==> src/rtl/sgcmd_pkg.sv <==
// Shared command encoding for the graphics DRAM command tracker.
// Enum value equals the bit position in the one-hot command output.
package sgcmd_pkg;
    localparam int NCMD = 17;

    typedef enum logic [4:0] {
        CMD_DESEL  = 5'd0,
        CMD_NOP    = 5'd1,
        CMD_ACT    = 5'd2,
        CMD_PRE    = 5'd3,
        CMD_PREALL = 5'd4,
        CMD_READ   = 5'd5,
        CMD_WRITE  = 5'd6,
        CMD_BWRITE = 5'd7,
        CMD_MRS    = 5'd8,
        CMD_SMRS   = 5'd9,
        CMD_AREF   = 5'd10,
        CMD_SREF   = 5'd11,
        CMD_BSTOP  = 5'd12,
        CMD_SUSP   = 5'd13,
        CMD_PDOWN  = 5'd14,
        CMD_HOLD   = 5'd15,
        CMD_RSVD   = 5'd16
    } cmd_e;
endpackage

==> src/rtl/sgcmd_decode.sv <==
// Combinational pin decoder.
// Maps the sampled strobes, special-function pin and clock-enable history
// to one command code. Assumes cke_prev is the clock-enable sampled at the
// previous edge. It does not judge legality.
module sgcmd_decode
    import sgcmd_pkg::*;
(
    input  logic cke,
    input  logic cke_prev,
    input  logic cs_n,
    input  logic ras_n,
    input  logic cas_n,
    input  logic we_n,
    input  logic dsf,
    input  logic ap_bit,
    input  logic any_active,
    input  logic burst_busy,
    output cmd_e cmd
);
    logic refresh_code;

    // Refresh strobe pattern, shared by auto refresh and self-refresh entry.
    assign refresh_code = !cs_n && !ras_n && !cas_n && we_n && !dsf;

    // Select the command from clock-enable history, then the strobe code.
    always_comb begin
        cmd = CMD_RSVD;
        if (!cke_prev) begin
            cmd = CMD_HOLD;
        end else if (!cke) begin
            if (refresh_code)
                cmd = CMD_SREF;
            else if (burst_busy || any_active)
                cmd = CMD_SUSP;
            else
                cmd = CMD_PDOWN;
        end else if (cs_n) begin
            cmd = CMD_DESEL;
        end else begin
            casez ({ras_n, cas_n, we_n, dsf})
                4'b111?: cmd = CMD_NOP;
                4'b011?: cmd = CMD_ACT;
                4'b0100: cmd = ap_bit ? CMD_PREALL : CMD_PRE;
                4'b1000: cmd = CMD_WRITE;
                4'b1001: cmd = CMD_BWRITE;
                4'b1010: cmd = CMD_READ;
                4'b0000: cmd = CMD_MRS;
                4'b0001: cmd = CMD_SMRS;
                4'b0010: cmd = CMD_AREF;
                4'b1100: cmd = CMD_BSTOP;
                default: cmd = CMD_RSVD;
            endcase
        end
    end
endmodule

==> src/rtl/sgcmd_rules.sv <==
// Legality checker.
// Judges a decoded command against the current bank states and the
// burst-busy input. Assumes bank_active holds the state before this command.
module sgcmd_rules
    import sgcmd_pkg::*;
#(
    parameter int NBANK  = 2,
    parameter int BANK_W = 1
) (
    input  cmd_e              cmd,
    input  logic [BANK_W-1:0] bank_sel,
    input  logic [NBANK-1:0]  bank_active,
    input  logic              burst_busy,
    output logic              illegal
);
    logic tgt_active;
    logic any_active;

    assign tgt_active = bank_active[bank_sel];
    assign any_active = |bank_active;

    // Flag commands that the current state does not allow.
    always_comb begin
        case (cmd)
            CMD_ACT:                        illegal = tgt_active;
            CMD_READ, CMD_WRITE, CMD_BWRITE: illegal = !tgt_active;
            CMD_MRS, CMD_AREF, CMD_SREF:    illegal = any_active;
            CMD_BSTOP:                      illegal = !burst_busy;
            CMD_RSVD:                       illegal = 1'b1;
            default:                        illegal = 1'b0;
        endcase
    end
endmodule

==> src/rtl/sgcmd_bank.sv <==
// One bank's state: idle or active, the open row, and a pending
// auto-precharge mark. Assumes the caller only raises strobes for
// legal commands. Precharge wins over activate. A new auto-precharge
// mark wins over burst_done in the same cycle.
module sgcmd_bank #(
    parameter int ROW_W = 11
) (
    input  logic             clk,
    input  logic             rst_n,
    input  logic             do_act,
    input  logic             do_pre,
    input  logic             set_ap,
    input  logic             burst_done,
    input  logic [ROW_W-1:0] row_in,
    output logic             active,
    output logic [ROW_W-1:0] row
);
    logic ap_pend;

    // Update the row-open flag, the stored row and the auto-precharge mark.
    always_ff @(posedge clk) begin
        if (!rst_n) begin
            active  <= 1'b0;
            row     <= '0;
            ap_pend <= 1'b0;
        end else if (do_pre) begin
            active  <= 1'b0;
            ap_pend <= 1'b0;
        end else if (do_act) begin
            active  <= 1'b1;
            row     <= row_in;
        end else if (set_ap) begin
            ap_pend <= 1'b1;
        end else if (burst_done && ap_pend) begin
            active  <= 1'b0;
            ap_pend <= 1'b0;
        end
    end
endmodule

==> src/rtl/sgcmd_tracker.sv <==
// Top level: command decoder and bank tracker for a two-bank graphics DRAM model.
// Samples the pins each rising edge and registers the decoded command,
// its qualifiers and an error flag. Keeps per-bank state.
// Assumes burst_busy and burst_done come from a separate burst engine.
module sgcmd_tracker
    import sgcmd_pkg::*;
#(
    parameter int NBANK  = 2,
    parameter int ADDR_W = 11,
    parameter int AP_BIT = 8,
    localparam int BANK_W = (NBANK > 1) ? $clog2(NBANK) : 1,
    localparam int ROW_W  = ADDR_W
) (
    input  logic                   clk,
    input  logic                   rst_n,
    input  logic                   cke,
    input  logic                   cs_n,
    input  logic                   ras_n,
    input  logic                   cas_n,
    input  logic                   we_n,
    input  logic                   dsf,
    input  logic [BANK_W-1:0]      bank_sel,
    input  logic [ADDR_W-1:0]      addr,
    input  logic                   burst_busy,
    input  logic                   burst_done,
    output logic [NCMD-1:0]        cmd_onehot,
    output logic [BANK_W-1:0]      cmd_bank,
    output logic                   cmd_autopre,
    output logic                   cmd_block,
    output logic                   cmd_mask,
    output logic                   cmd_illegal,
    output logic [NBANK-1:0]       bank_active,
    output logic [NBANK*ROW_W-1:0] open_rows
);
    logic cke_prev;
    cmd_e cmd;
    logic illegal;
    logic is_col;

    // Remember clock-enable from the previous edge.
    always_ff @(posedge clk) begin
        if (!rst_n) cke_prev <= 1'b1;
        else        cke_prev <= cke;
    end

    sgcmd_decode u_decode (
        .cke        (cke),
        .cke_prev   (cke_prev),
        .cs_n       (cs_n),
        .ras_n      (ras_n),
        .cas_n      (cas_n),
        .we_n       (we_n),
        .dsf        (dsf),
        .ap_bit     (addr[AP_BIT]),
        .any_active (|bank_active),
        .burst_busy (burst_busy),
        .cmd        (cmd)
    );

    sgcmd_rules #(.NBANK(NBANK), .BANK_W(BANK_W)) u_rules (
        .cmd         (cmd),
        .bank_sel    (bank_sel),
        .bank_active (bank_active),
        .burst_busy  (burst_busy),
        .illegal     (illegal)
    );

    assign is_col = (cmd == CMD_READ) || (cmd == CMD_WRITE) || (cmd == CMD_BWRITE);

    for (genvar b = 0; b < NBANK; b++) begin : g_bank
        logic sel;
        assign sel = (bank_sel == BANK_W'(b));

        sgcmd_bank #(.ROW_W(ROW_W)) u_bank (
            .clk        (clk),
            .rst_n      (rst_n),
            .do_act     (!illegal && cmd == CMD_ACT && sel),
            .do_pre     ((cmd == CMD_PRE && sel) || cmd == CMD_PREALL),
            .set_ap     (!illegal && is_col && addr[AP_BIT] && sel),
            .burst_done (burst_done),
            .row_in     (addr),
            .active     (bank_active[b]),
            .row        (open_rows[b*ROW_W +: ROW_W])
        );
    end

    // Register the decoded command and its qualifiers.
    always_ff @(posedge clk) begin
        if (!rst_n) begin
            cmd_onehot  <= '0;
            cmd_bank    <= '0;
            cmd_autopre <= 1'b0;
            cmd_block   <= 1'b0;
            cmd_mask    <= 1'b0;
            cmd_illegal <= 1'b0;
        end else begin
            cmd_onehot  <= NCMD'(1) << cmd;
            cmd_bank    <= bank_sel;
            cmd_autopre <= is_col && addr[AP_BIT];
            cmd_block   <= (cmd == CMD_BWRITE);
            cmd_mask    <= (cmd == CMD_ACT) && dsf;
            cmd_illegal <= illegal;
        end
    end
endmodule

==> config.mk <==
export PLATFORM = sky130hd
export DESIGN_NAME = sgcmd_tracker
export DESIGN_NICKNAME = d
export VERILOG_FILES = /design/src/rtl/sgcmd_pkg.sv /design/src/rtl/sgcmd_decode.sv /design/src/rtl/sgcmd_rules.sv /design/src/rtl/sgcmd_bank.sv /design/src/rtl/sgcmd_tracker.sv
export SDC_FILE = /design/constraint.sdc
export NUM_CORES = 1
export LEC_CHECK = 0
export BUFFER_PORTS_ARGS = -buffer_cell sky130_fd_sc_hd__buf_2
export CORE_ASPECT_RATIO = 0.7
export CORE_UTILIZATION = 40
export CTS_CLUSTER_DIAMETER = 120
export DETAILED_ROUTE_END_ITERATION = 10
export PLACE_DENSITY_LB_ADDON = 0.3
export SLEW_MARGIN = 20
export SYNTH_ARGS = -nofsm -noshare
export SYNTH_HDL_FRONTEND = slang
export SYNTH_SLANG_ARGS = --single-unit
export TNS_END_PERCENT = 5
==> constraint.sdc <==
create_clock -name clk -period 2.91 [get_ports clk]
set_input_delay 0.1455 -clock clk [delete_from_list [all_inputs] [get_ports clk]]
set_output_delay 0.1455 -clock clk [all_outputs]
set_load 0.02 [all_outputs]
==> impl_metrics.toml <==
[run_status]
status = "finished, final reports clean"

[timing]
fin_worst_skew_ps = 7.562
worst-slew-pin-transition_ps = 900.5
setup-violations-final = 0
hold_viol_final = 0
min_period_ps = 2530
finalMaxSlewViolations = 0
slew_headroom = 0.3990
clock.fmax_mhz = 395.3
timing.setup.tns_ps = 0
fin_crit_sh = 0.8694
grt_setup_unrepaired = "false"

[synthesis]
synth.area.top_cells = "sky130_fd_sc_hd__dfxtp_1, sky130_fd_sc_hd__mux2i_1, sky130_fd_sc_hd__nor2_1, sky130_fd_sc_hd__nand3_1, sky130_fd_sc_hd__nand2b_1"
synth_largest_area_cell = "sky130_fd_sc_hd__dfxtp_1"
syn_inst = 213
ys_top_cells_by_count = "sky130_fd_sc_hd__dfxtp_1, sky130_fd_sc_hd__nor2_1, sky130_fd_sc_hd__mux2i_1, sky130_fd_sc_hd__nand3_1, sky130_fd_sc_hd__nand2_1"
postSynthNetCount = 235
synthArstFlopShare = 0
synth_warnings = 0
most_used_dff_post_synth = "sky130_fd_sc_hd__dfxtp_1"
netlist_area_um2 = 2026
post_synth_num_cell_types = 46
synthMostInstantiatedCell = "sky130_fd_sc_hd__dfxtp_1"
synth.yosys.seq_area_share = 0.4842
postSynthRegisterBits = 49
synth_area_per_cell_um2 = 9.510
synth-edff-count = 0
synth_top_cell_area_share = 0.4842

[final_layout]
final_core_utilization = 0.5236
filler_cells = 497
diodes = 0
layout-drive-gt1-share = 0.3069
multi_input_comb_area_um2 = 949.7
area_growth_pct = 24.95
register_area_um2 = 980.9
final_cell_count_no_fill = 346
nNetsFinal = 298

[detailed_routing]
wire_length_after_detailed_routing_um = 4578
vias = 1792
remaining_drc_errors = 0
drt-vias-per-instance = 5.179
initialDrtViolationCount = 229
wire_per_inst_um = 13.23
detail_route.first_pass.iterations = 4
postRouteAntennaNets = 0

[pwr]
power_share_of_the_combinational_group = 0.127
cellLeakagePower_uw = 0.001199
power.net_switching_uw = 350.2
p_int_uw = 1094
power.share.sequential = 0.481
powerDensity_nw_per_um2 = 570.7
ir_worst_vdd_mv = 0.3096
power.switching_fraction = 0.2424
p_clk_frac = 0.392

[global_routing]
grt_max_degree = 30
grt_first_pass_wirelength_um = 7031
initial_antenna_violation_count = 0
grt_util_all_layers = 0.1732
grt.overflow.total = 0
via_count_of_the_first_global_routing_pass = 1425

[setup_path]
critPathArrivalTime_ps = 2690
critical_path.reg2reg.startpoint = "g_bank[1].u_bank.active$_SDFFE_PP0P_"
crit_path_end = "g_bank[0].u_bank.row[3]$_SDFFE_PN0P_"
worst-setup-path-type = "register to register"
crit_start = "g_bank[1].u_bank.active$_SDFFE_PP0P_"
worst_setup_path_start_kind = "register"
flop_to_flop_setup_slack_ps = 380
critPathMaxFanout = 8
worstReg2RegEnd = "g_bank[0].u_bank.row[3]$_SDFFE_PN0P_"
worst_setup_path_end_kind = "register"
worstPathRequired_ps = 3070
worst-r2r-cell-count = 7

[clock_tree]
cts_made_buffers = 5
clockRootBuffer = "sky130_fd_sc_hd__clkbuf_8"
clk_pin_slew_ps = 90
ctsHtreeMaxLevel = 2
post-cts-setup-buffer-count = 0
clock_tree.buffer_depth = 2
clock_tree_from_tritoncts = "built"
postCtsHoldBufs = 0
post_cts_resize_count = 0
clkLatencyLatePin_ps = 290
clock_sinks = 49

[placed_design]
dp_hpwl_um = 3380
place.port_buffers = 67
dpl.cell_count = 338
place.gp.congestion = 0.9445

[floorplanning]
floorplan.die.height_um = 61.54
design.die.area_um2 = 5357
core_um2 = 4835
io_pins = 68
placementRows = 21
die_w_um = 87.06
initial_utilization = 0.4190

[worst_hold_path]
hold_class = "input pin to register"

[run]
drv_cap = 0
## layout by cell type (no fill, tap or decap), types with 3 or more instances in the layout
cell type and instances:
sky130_fd_sc_hd__inv_1 5, sky130_fd_sc_hd__clkbuf_8 5, sky130_fd_sc_hd__nor3_1 4, sky130_fd_sc_hd__nor2_1 45, sky130_fd_sc_hd__mux2i_1 22, sky130_fd_sc_hd__buf_2 67, sky130_fd_sc_hd__nand2b_1 5, sky130_fd_sc_hd__dfxtp_1 49
sky130_fd_sc_hd__nand2_1 8, sky130_fd_sc_hd__a21oi_1 6, sky130_fd_sc_hd__o21ai_0 3, sky130_fd_sc_hd__buf_4 3, sky130_fd_sc_hd__nand3_1 9, sky130_fd_sc_hd__a211oi_1 4
## worst min-delay path by stage
stage	from	to	slack [ps]	cells after the start
after floorplan	rst_n	cke_prev$_SDFF_PN1_	220	1
after global placement	rst_n	cke_prev$_SDFF_PN1_	390	2
after detailed placement	rst_n	cke_prev$_SDFF_PN1_	390	2
after CTS	addr[5]	g_bank[0].u_bank.row[5]$_SDFFE_PN0P_	90	3
after global routing	addr[10]	g_bank[1].u_bank.row[10]$_SDFFE_PN0P_	90	3
final	rst_n	cke_prev$_SDFF_PN1_	100	2
## stage by stage
stage | area (um^2) | setup WS, ps | total power (uW) | hold WS [ps]
floorplan | 2026 | 790.4 | 832.6 | 219.2
global placement | 2394 | 366.6 | 891.4 | 391.0
detailed placement | 2394 | 385.2 | 891.7 | 393.1
CTS | 2531 | 384.9 | 1455 | 89.00
global route | 2531 | 202.6 | 1496 | 92.09
finish | 2531 | 380.1 | 1445 | 95.79
## sequential cells by signal (all words and copies together), names as in the netlist
name / cells
g_bank.u_bank.row: 22
cmd_onehot: 17
g_bank.u_bank.active: 2
g_bank.u_bank.ap_pend: 2
cke_prev: 1
cmd_autopre: 1
cmd_bank: 1
cmd_block: 1
cmd_illegal: 1
cmd_mask: 1
## logic make-up (layout without fill, tap and decap cells)
family | after synthesis | count (layout) | synth area share
compound gates | 36 | 36 | 0.1371
xor+xnor | 1 | 1 | 0.008032
fa+ha+maj | 1 | 1 | 0.004942
buf+inv | 19 | 83 | 0.05127
flops | 49 | 49 | 0.4842
mux | 22 | 22 | 0.1087
simple gates | 85 | 85 | 0.2057
## worst max-delay path: stages (launching register included)
cell                      delay [ps]
sky130_fd_sc_hd__dfxtp_1         400
sky130_fd_sc_hd__nor3_1          270
sky130_fd_sc_hd__o21ai_0         160
sky130_fd_sc_hd__a211o_1         370
sky130_fd_sc_hd__or4b_1          730
sky130_fd_sc_hd__buf_4           250
sky130_fd_sc_hd__mux2i_1         160
sky130_fd_sc_hd__nor2_1           50
## area by class of cell
type | count | area share
Inverter | 5 | 0.007415
Timing Repair Buffer | 70 | 0.1414
Sequential cell | 49 | 0.3875
Multi-Input combinational cell | 145 | 0.3752
Clock inverter | 3 | 0.02719
Tap cell | 69 | 0.03411
Clock buffer | 5 | 0.02719
## routing by layer
| metal | track usage | share of wire | wire length (um) | vias to the layer above |
|---|---|---|---|---|
| li1 | - | - | - | 881 |
| met5 | 0 | 0 | 0 | - |
| met1 | 0.2479 | 0.49 | 2224 | 823 |
| met2 | 0.2553 | 0.42 | 1940 | 82 |
| met4 | 0.05714 | 0.010 | 46 | 0 |
| met3 | 0.04424 | 0.080 | 367 | 6 |
## power by group through the flow
stage	sequential, uW	clock, uW	combinational [uW]
final	695	566	183
after CTS	695	579	182
after detailed placement	711	0	181
after global routing	697	600	199
after global placement	711	0	181
after floorplan	729	0	104
No activity file was read; power rests on OpenSTA's default activity.
